## config.mk

```make
export PLATFORM = sky130hd
export DESIGN_NAME = bus_irq_mailbox
export DESIGN_NICKNAME = d
export VERILOG_FILES = /design/src/rtl/mbx_pkg.sv /design/src/rtl/mbx_ctrl.sv /design/src/rtl/mbx_datapath.sv /design/src/rtl/bus_irq_mailbox.sv
export SDC_FILE = /design/constraint.sdc
export NUM_CORES = 2
export LEC_CHECK = 0
export ABC_CLOCK_PERIOD_IN_PS = 3500
export BUFFER_PORTS_ARGS = -buffer_cell sky130_fd_sc_hd__clkbuf_2
export CAP_MARGIN = 20
export CORE_ASPECT_RATIO = 0.8
export CORE_UTILIZATION = 61
export CTS_CLUSTER_DIAMETER = 100
export DETAILED_ROUTE_END_ITERATION = 12
export MAX_ROUTING_LAYER = met4
export PLACE_DENSITY = 0.84
export SLEW_MARGIN = 15
export SYNTH_ARGS = -nofsm -noshare
export SYNTH_HDL_FRONTEND = slang
export SYNTH_SLANG_ARGS = --single-unit
```

## constraint.sdc

```tcl
create_clock -name clk -period 3.5 [get_ports clk]
set_input_delay 0.35 -clock clk [delete_from_list [all_inputs] [get_ports clk]]
set_output_delay 0.35 -clock clk [all_outputs]
set_load 0.01 [all_outputs]
```

## src/rtl/mbx_pkg.sv

```systemverilog
`timescale 1ns/1ps
package mbx_pkg;
  localparam int IDX_W    = 5;
  localparam int BUSY_BIT = 5;

  typedef enum logic [2:0] {
    RD_NONE,
    RD_D0,
    RD_D1,
    RD_ST,
    RD_VEC
  } rdSel_e;

  typedef struct packed {
    logic             msgLoad;
    logic [IDX_W-1:0] msgIdx;
    logic             stWrite;
    logic [IDX_W-1:0] stIdx;
    logic             stBusy;
    logic             vecWrite;
    rdSel_e           rdSel;
    logic [IDX_W-1:0] rdIdx;
  } ctlStrobe_t;
endpackage

```

## src/rtl/mbx_ctrl.sv

```systemverilog
`timescale 1ns/1ps
module mbx_ctrl
  import mbx_pkg::*;
#(
  parameter int NUM_CPU = 8,
  parameter int ADDR_W  = 8,
  parameter int DATA_W  = 64,
  localparam int CPU_W  = $clog2(NUM_CPU)
) (
  input  logic              msgValid,
  input  logic [CPU_W-1:0]  msgCpu,
  input  logic              regValid,
  input  logic              regWrite,
  input  logic [ADDR_W-1:0] regAddr,
  input  logic [DATA_W-1:0] regWdata,
  input  logic [CPU_W-1:0]  reqCpu,
  input  logic [NUM_CPU-1:0] busyVec,
  output logic              msgAccept,
  output ctlStrobe_t        strobe
);
  localparam int WORD_W  = ADDR_W - 3;
  localparam int W_D1    = NUM_CPU;
  localparam int W_OWN0  = 2 * NUM_CPU;
  localparam int W_OWN1  = W_OWN0 + 1;
  localparam int W_OWNST = W_OWN0 + 2;
  localparam int W_VEC   = W_OWN0 + 3;
  localparam int W_ST    = W_OWN0 + 4;
  localparam int W_END   = W_ST + NUM_CPU;

  logic [WORD_W-1:0] wordIdx;
  int               w;
  rdSel_e           sel;
  logic [IDX_W-1:0] selIdx;

  assign wordIdx = regAddr[ADDR_W-1:3];
  assign w       = int'(wordIdx);

  always_comb begin
    sel    = RD_NONE;
    selIdx = '0;
    if (w < W_D1) begin
      sel    = RD_D0;
      selIdx = IDX_W'(w);
    end else if (w < W_OWN0) begin
      sel    = RD_D1;
      selIdx = IDX_W'(w - W_D1);
    end else if (w == W_OWN0) begin
      sel    = RD_D0;
      selIdx = IDX_W'(reqCpu);
    end else if (w == W_OWN1) begin
      sel    = RD_D1;
      selIdx = IDX_W'(reqCpu);
    end else if (w == W_OWNST) begin
      sel    = RD_ST;
      selIdx = IDX_W'(reqCpu);
    end else if (w == W_VEC) begin
      sel    = RD_VEC;
    end else if (w >= W_ST && w < W_END) begin
      sel    = RD_ST;
      selIdx = IDX_W'(w - W_ST);
    end
  end

  logic inRange;
  assign inRange   = int'(msgCpu) < NUM_CPU;
  assign msgAccept = msgValid && inRange && !busyVec[msgCpu];

  always_comb begin
    strobe          = '0;
    strobe.msgLoad  = msgAccept;
    strobe.msgIdx   = IDX_W'(msgCpu);
    strobe.stWrite  = regValid && regWrite && (sel == RD_ST);
    strobe.stIdx    = selIdx;
    strobe.stBusy   = regWdata[BUSY_BIT];
    strobe.vecWrite = regValid && regWrite && (sel == RD_VEC);
    strobe.rdSel    = (regValid && !regWrite) ? sel : RD_NONE;
    strobe.rdIdx    = selIdx;
  end
endmodule

```

## src/rtl/mbx_datapath.sv

```systemverilog
`timescale 1ns/1ps
module mbx_datapath
  import mbx_pkg::*;
#(
  parameter int NUM_CPU = 8,
  parameter int SRC_W   = 5,
  parameter int DATA_W  = 64,
  parameter int VEC_W   = 6,
  localparam int CPU_W  = $clog2(NUM_CPU)
) (
  input  logic               clk,
  input  logic               rstN,
  input  ctlStrobe_t         strobe,
  input  logic [SRC_W-1:0]   msgSrc,
  input  logic [DATA_W-1:0]  msgData0,
  input  logic [DATA_W-1:0]  msgData1,
  input  logic [DATA_W-1:0]  regWdata,
  output logic [NUM_CPU-1:0] busyVec,
  output logic [VEC_W-1:0]   vecVal,
  output logic [DATA_W-1:0]  regRdata,
  output logic               postValid,
  output logic [CPU_W-1:0]   postCpu,
  output logic [VEC_W-1:0]   postVec
);
  logic [SRC_W-1:0]  srcQ [NUM_CPU];
  logic [DATA_W-1:0] d0Q  [NUM_CPU];
  logic [DATA_W-1:0] d1Q  [NUM_CPU];
  logic [VEC_W-1:0]  vecQ;

  always_ff @(posedge clk or negedge rstN) begin
    if (!rstN) begin
      busyVec <= '0;
      for (int i = 0; i < NUM_CPU; i++) begin
        srcQ[i] <= '0;
        d0Q[i]  <= '0;
        d1Q[i]  <= '0;
      end
    end else begin
      for (int i = 0; i < NUM_CPU; i++) begin
        if (strobe.msgLoad && strobe.msgIdx == IDX_W'(i)) begin
          busyVec[i] <= 1'b1;
          srcQ[i]    <= msgSrc;
          d0Q[i]     <= msgData0;
          d1Q[i]     <= msgData1;
        end else if (strobe.stWrite && strobe.stIdx == IDX_W'(i)) begin
          busyVec[i] <= strobe.stBusy;
        end
      end
    end
  end

  always_ff @(posedge clk or negedge rstN) begin
    if (!rstN) vecQ <= '0;
    else if (strobe.vecWrite) vecQ <= regWdata[VEC_W-1:0];
  end
  assign vecVal = vecQ;

  always_ff @(posedge clk or negedge rstN) begin
    if (!rstN) begin
      postValid <= 1'b0;
      postCpu   <= '0;
      postVec   <= '0;
    end else begin
      postValid <= strobe.msgLoad;
      if (strobe.msgLoad) begin
        postCpu <= strobe.msgIdx[CPU_W-1:0];
        postVec <= vecQ;
      end
    end
  end

  logic [CPU_W-1:0]  rIdx;
  logic [DATA_W-1:0] statWord;
  assign rIdx = strobe.rdIdx[CPU_W-1:0];

  always_comb begin
    statWord                 = '0;
    statWord[SRC_W-1:0]      = srcQ[rIdx];
    statWord[BUSY_BIT]       = busyVec[rIdx];
  end

  always_comb begin
    case (strobe.rdSel)
      RD_D0:   regRdata = d0Q[rIdx];
      RD_D1:   regRdata = d1Q[rIdx];
      RD_ST:   regRdata = statWord;
      RD_VEC:  regRdata = DATA_W'(vecQ);
      default: regRdata = '0;
    endcase
  end
endmodule

```

## src/rtl/bus_irq_mailbox.sv

```systemverilog
`timescale 1ns/1ps
module bus_irq_mailbox
  import mbx_pkg::*;
#(
  parameter int NUM_CPU = 8,
  parameter int SRC_W   = 5,
  parameter int DATA_W  = 64,
  parameter int VEC_W   = 6,
  parameter int ADDR_W  = 8,
  localparam int CPU_W  = $clog2(NUM_CPU)
) (
  input  logic              clk,
  input  logic              rstN,
  input  logic              msgValid,
  input  logic [CPU_W-1:0]  msgCpu,
  input  logic [SRC_W-1:0]  msgSrc,
  input  logic [DATA_W-1:0] msgData0,
  input  logic [DATA_W-1:0] msgData1,
  output logic              msgAccept,
  input  logic              regValid,
  input  logic              regWrite,
  input  logic [ADDR_W-1:0] regAddr,
  input  logic [DATA_W-1:0] regWdata,
  input  logic [CPU_W-1:0]  reqCpu,
  output logic [DATA_W-1:0] regRdata,
  output logic              postValid,
  output logic [CPU_W-1:0]  postCpu,
  output logic [VEC_W-1:0]  postVec
);
  ctlStrobe_t         strobe;
  logic [NUM_CPU-1:0] busyVec;
  logic [VEC_W-1:0]   vecVal;

  mbx_ctrl #(
    .NUM_CPU(NUM_CPU), .ADDR_W(ADDR_W), .DATA_W(DATA_W)
  ) u_ctrl (
    .msgValid (msgValid),
    .msgCpu   (msgCpu),
    .regValid (regValid),
    .regWrite (regWrite),
    .regAddr  (regAddr),
    .regWdata (regWdata),
    .reqCpu   (reqCpu),
    .busyVec  (busyVec),
    .msgAccept(msgAccept),
    .strobe   (strobe)
  );

  mbx_datapath #(
    .NUM_CPU(NUM_CPU), .SRC_W(SRC_W), .DATA_W(DATA_W), .VEC_W(VEC_W)
  ) u_dp (
    .clk      (clk),
    .rstN     (rstN),
    .strobe   (strobe),
    .msgSrc   (msgSrc),
    .msgData0 (msgData0),
    .msgData1 (msgData1),
    .regWdata (regWdata),
    .busyVec  (busyVec),
    .vecVal   (vecVal),
    .regRdata (regRdata),
    .postValid(postValid),
    .postCpu  (postCpu),
    .postVec  (postVec)
  );
endmodule

```

Word level (Yosys, flattened, before mapping)

Index checks and enable logic that the tools add are counted.
W data, S select, Z words.

Add/sub/neg operators: 2
Order comparisons: 7
Equality and inequality tests: 24
Multiplexer cells: 45
Bitwise gates (word level): 1
Reduce and logical (&&, ||, !) cells: 34

Operators with widths:

| kind                  | number |
|---|---|
| $bmux W64 S3          | 2 |
| $mux W64              | 4 |
| $pmux W64 S4          | 1 |
| $mux W5               | 9 |
| $logic_and A1 B1 Y1   | 22 |
| $mux W3               | 7 |
| $eq A5 B3 Y1 const B  | 4 |
| $eq A5 B5 Y1 const B  | 4 |
| $eq A3 B3 Y1 const B  | 6 |
| $mux W1               | 18 |
| $reduce_bool A2 Y1    | 8 |
| $bmux W5 S3           | 1 |
| $eq A3 B2 Y1 const B  | 5 |
| $eq A5 B2 Y1 const B  | 2 |
| $logic_not A5 Y1      | 2 |
| $lt A5 B5 Y1 const B  | 2 |
| $lt A3 B4 Y1 const B  | 2 |
| $bmux W1 S3           | 2 |
| $eq A3 B1 Y1 const B  | 2 |
| $eq A5 B1 Y1 const B  | 1 |
| $ge A5 B5 Y1 const B  | 1 |
| $lt A5 B4 Y1 const B  | 1 |
| $sub A5 B4 Y5 const B | 1 |
| $sub A5 B5 Y5 const B | 1 |
| 4 further kinds       | 5 |

Register bits after elaboration: 1088
Input port bits: 216
Output and inout port bits: 75
Logic and storage cells: 149

Logic depth before layout (Yosys ltp)

Depth after elaboration: 14
Mapped depth: 13
Mapped depth without buffers: 9

Cells and area by module

From an unflattened synthesis, not the netlist that was laid out.

Cells, all modules: 2966
Area, all modules: 49052.0 um2

By module, submodules not included:

| module       | instances | cells each | area an instance (um2) | sequential area each (um2) |
|---|---|---|---|---|
| mbx_datapath | 1         | 2904       | 48609.1                | 27226.1 |
| mbx_ctrl     | 1         | 62         | 442.9                  | 0.0 |

Least setup slack after synthesis

OpenSTA, ideal clock, no wires.

Path kind: input to output
Start: in regAddr[6]
End: out regRdata[56]
Arrival time: 2.623 ns
Data required time: 3.150 ns
Path slack: 0.527 ns
Stages: 12
Path buffers: 3
Path through: inv_1 ha_1 clkbuf_1 inv_2 or3_1 o211ai_1 nand4_1 buf_2 nor2_1 clkbuf_1 a22oi_1 o221ai_1

Longest elaborated chain between the ends: 14
Elaborated cells on any way between the ends: 36
Classes of those cells: order compare: 4; eq/ne: 8; mux: 22; bitwise: 1; reduce/logical: 1

RTL lines:

| element                                         | line                                   | RTL |
|---|---|---|
| from (decl)                                     | bus_irq_mailbox.sv:22                  | `input logic [ADDR_W-1:0] regAddr,` |
| $ge A5 B5 Y1 or $lt A5 B5 Y1 (tied branches)    | mbx_ctrl.sv:58                         | `end else if (w >= W_ST && w < W_END) begin` |
| $logic_and A1 B1 Y1                             | mbx_ctrl.sv:58                         |  |
| $mux W5                                         | mbx_ctrl.sv:58                         |  |
| $mux W5                                         | mbx_ctrl.sv:56                         | `end else if (w == W_VEC) begin` |
| $mux W5                                         | mbx_ctrl.sv:53                         | `end else if (w == W_OWNST) begin` |
| $mux W5                                         | mbx_ctrl.sv:50                         | `end else if (w == W_OWN1) begin` |
| $mux W5                                         | mbx_ctrl.sv:47                         | `end else if (w == W_OWN0) begin` |
| $mux W5                                         | mbx_ctrl.sv:44                         | `end else if (w < W_OWN0) begin` |
| $mux W5                                         | mbx_ctrl.sv:41                         | `if (w < W_D1) begin` |
| $not A3 Y4 (not written as such)                | mbx_datapath.sv:84, mbx_datapath.sv:85 |  |
| $bmux W64 S3, on equally long branches          | mbx_datapath.sv:85, mbx_datapath.sv:84 |  |
| $mux W64, on equally long branches (2 in a row) | mbx_datapath.sv:85, mbx_datapath.sv:84 |  |
| $pmux W64 S4 *                                  | mbx_datapath.sv:83                     | `case (strobe.rdSel)` |
| to (decl)                                       | bus_irq_mailbox.sv:25                  | `output logic [DATA_W-1:0] regRdata,` |

Every way passes the cells marked *; elsewhere a longest branch is shown, timed or not. The select of a mux whose other input is x is not followed.

Final worst setup path

Start: in regAddr[5]
End: out regRdata[37]

Same word-level chain as after synthesis.

==> impl_metrics.env <==
export IMPL_period_needed_ns=3.48
export IMPL_synth_top_family_by_area="multiplexers"
export IMPL_slew_violations=0
export IMPL_synth_edf_count=0
export IMPL_synth_seq_cells=1088
export IMPL_drt_pass1_iter_count=6
export IMPL_outcome="finished clean"
export IMPL_multi_input_area_sq_um=21800
export IMPL_synthFlopType="dfrtp_1"
export IMPL_synth_seq_area_share=0.541
export IMPL_slowest_delay_ns=0.61
export IMPL_end_kind="primary output"
export IMPL_area_growth_pct=16.8
export IMPL_cts_htree_levels=3
export IMPL_critPathLaunchType="input pin"
export IMPL_critPathMostFrequentCell="clkbuf_2"
export IMPL_seqCellArea_sq_um=27200
export IMPL_async_flop_share=1.00
export IMPL_fp_dieW_um=323
export IMPL_yosys_area_share_simple=0.111
export IMPL_p_total_mw=41.5
export IMPL_drc=0
export IMPL_setup_viol=0
export IMPL_ant_nets=0
export IMPL_synth_area_leaders="dfrtp_1, mux2_2, nand2_1, nand3_1, mux2i_1"
export IMPL_cts_sinks=1088
export IMPL_dieArea_sq_um=83600
export IMPL_synthXorXnorAreaFrac=0.000174
export IMPL_cts_clk_slew_worst_paths_ns=0.07
export IMPL_yosys_area_top_type="dfrtp_1"
export IMPL_finalClockSkew_ns=0.0235
export IMPL_power_density_nw_per_um2=705
export IMPL_syn_nets=4473
export IMPL_finalNonFillerCells=5765
export IMPL_netlist_top_cells_count="dfrtp_1, mux2_2, nand2_1"
export IMPL_fmax_mhz=287
export IMPL_finalHoldViolations=0
export IMPL_period_share=0.995
export IMPL_synth_area_per_cell_sq_um=11.8
export IMPL_grt_remaining_overflow=0
export IMPL_stdcell_area_sq_um=58800
export IMPL_cts_root_buffer="clkbuf_16"
export IMPL_grt_pass1_vias=38000
export IMPL_dr_total_vias=37300
export IMPL_core_area_sq_um=81100
export IMPL_worst_path_max_fanout=19
export IMPL_synthAdderAreaFrac=0.000746
export IMPL_antenna_found_initial=17
export IMPL_max_slew_margin_rel=0.367
export IMPL_arrival_ns=3.13
export IMPL_netlist_area_sq_um=50300
export IMPL_wl_mm=145
export IMPL_synth_top_cell_area_share=0.541
export IMPL_worst_skew_pair_late_latency_ns=0.69
export IMPL_yosysMostFrequentCell="dfrtp_1"
export IMPL_dp_cells=5451
export IMPL_vias_per_cell=6.46
export IMPL_grt_use_total=0.355
export IMPL_crit_chain="clkbuf_2 -> inv_1 -> ha_2 -> inv_2 -> or3_1 -> o211ai_1 -> buf_4 -> a211oi_4 -> and2_1 -> buf_12 -> a22oi_1 -> nand3_1 -> clkbuf_2"
export IMPL_yosysUniqueCellTypes=54
export IMPL_yosysWarnings=0
export IMPL_pin_count=291
export IMPL_ir_worst_vdd_uv=562
export IMPL_die_y_um=259
export IMPL_drt_iter0_drc=4184
export IMPL_nNetsFinal=4788
export IMPL_routabilityCongestion=0.892
export IMPL_grt_start_max_net_pins=167
export IMPL_cp_slowest_cell="a22oi_1"
export IMPL_worstMarginPinSlew_ns=0.950
export IMPL_worstPathRequired_ns=3.15
export IMPL_fin_tns_setup_ns=0
export IMPL_synth_cells=4254
export IMPL_grt_pass1_wl_mm=223
export IMPL_cts_buffers=104
export IMPL_fillCellCount=4980
export IMPL_synth_compound_area_frac=0.0530
export IMPL_wl_per_cell_um=25.1
export IMPL_hp_class="in2reg"
export IMPL_maxCapViolations=0
export IMPL_num_rows=93
export IMPL_start_util=0.620
export IMPL_clk_path_buf_depth=3
export IMPL_dpl_instance_area_sq_um=53900
export IMPL_hpwl_mm=86.8
export IMPL_cts_tree="built"
export IMPL_critical_path_class="in2out"
export IMPL_leakagePower_nw=26.0
export IMPL_port_buffers=229
export IMPL_synthMuxAreaShare=0.265
export IMPL_drive_gt1_frac=0.357
kinds of logic after synthesis:
logic type | Yosys count
AO/OA/AOI/OAI | 373
multiplexers | 1193
buffers and inverters | 328
flip-flops | 1088
XOR/XNOR | 1
AND/OR/NAND/NOR | 1268
adder cells (fa/ha/maj) | 3
power breakdown:
group          internal [mW]  leakage, nW  switching [mW]  total (mW)
combinational           5.27         11.1            4.47        9.74
sequential              17.3         13.2            2.62        19.9
clock                   6.81         1.78            5.01        11.8
total                   29.4         26.0            12.1        41.5
metal layers:
metal	up-vias	wire, um	global-route usage
li1	15800	-	-
met1	19100	55500	0.448
met2	1908	69000	0.547
met3	424	12300	0.0633
met4	0	7970	0.192
met5	-	0	-
cell usage in the layout (no fill, tap or decap), types with 4 or more instances in the layout:
master	Yosys	layout
buf_12	0	73
dlygate4sd3_1	0	96
clkinv_2	0	19
nand4_1	10	10
a31oi_1	91	89
mux2_2	1019	1019
mux2_1	59	59
nor3_1	7	6
a221oi_1	8	8
mux2i_1	113	113
a22oi_1	44	41
a21boi_0	13	10
buf_4	29	126
diode_2	0	17
o21ai_0	13	13
clkbuf_1	162	22
a2111oi_0	13	7
nor2_1	25	19
and3_1	102	102
nand3_1	327	327
a211oi_1	89	89
nor4_1	8	8
a211o_1	13	13
clkbuf_8	0	30
bufinv_16	0	8
nand2b_1	9	8
a32oi_1	5	5
nor2b_1	8	7
nor2_4	2	8
o221ai_1	32	30
clkbuf_16	0	108
a21oi_1	34	34
clkbuf_2	0	228
a21boi_1	1	4
o22ai_1	6	6
dfrtp_1	1088	1088
o211ai_1	4	4
nand2_1	756	754
path summary, 6_finish.rpt:
path,startpoint,endpoint,slack [ns],cells past startpoint
min in group asynchronous,rstN,u_dp.d0Q[110],0.17,2
max in group asynchronous,rstN,u_dp.d0Q[359],2.10,3
worst max-delay path,regAddr[5],regRdata[37],0.02,13
worst max register to register,u_dp.busyVec[4],u_dp.d0Q[441],0.34,7
worst min-delay path,msgData0[44],u_dp.d0Q[364],0.02,2
worst min register to register,u_dp.d1Q[471],u_dp.d1Q[471],0.48,1
flip-flops by register name (all words and copies together), names as in the netlist:
name            cells
u_dp.postCpu        3
u_dp.postVec        6
u_dp.srcQ          40
u_dp.vecVal         6
u_dp.d1Q          512
u_dp.busyVec        8
u_dp.postValid      1
u_dp.d0Q          512
per-stage QoR:
| step | hold WS (ns) | util | setup slack (ns) |
|---|---|---|---|
| floorplan | 0.0544 | - | 0.527 |
| global placement | 0.280 | 0.665 | 0.0307 |
| detailed placement | 0.282 | 0.665 | -0.124 |
| CTS | 0.000170 | 0.722 | 0.00230 |
| global route | 0.0209 | 0.725 | -0.00618 |
| finish | 0.0152 | 0.725 | 0.0181 |
timing repair:
action,4_1_cts,5_1_grt
buffers inserted,0,5
setup endpoints to repair,22,53
pin swaps,0,3
hold endpoints to repair,524,0
hold buffers,96,0
cloned,0,3
resized for setup,6,28
final cells by class:
type                       instances  area share
antenna                           17    0.000724
sequential                      1088       0.463
tap                             1092      0.0232
clock buffer                     158      0.0535
multi-input combinational       2839       0.372
timing repair buffer             532      0.0799
clock inverter                    35     0.00770
inverter                           4    0.000255
critical path, delay by kind of cell:
family / cells / cell delay [ns]
buf+inv: 6 / 0.89
compound gates: 3 / 0.84
simple gates: 3 / 0.79
fa+ha+maj: 1 / 0.25
No activity file was read; power rests on OpenSTA's default activity.
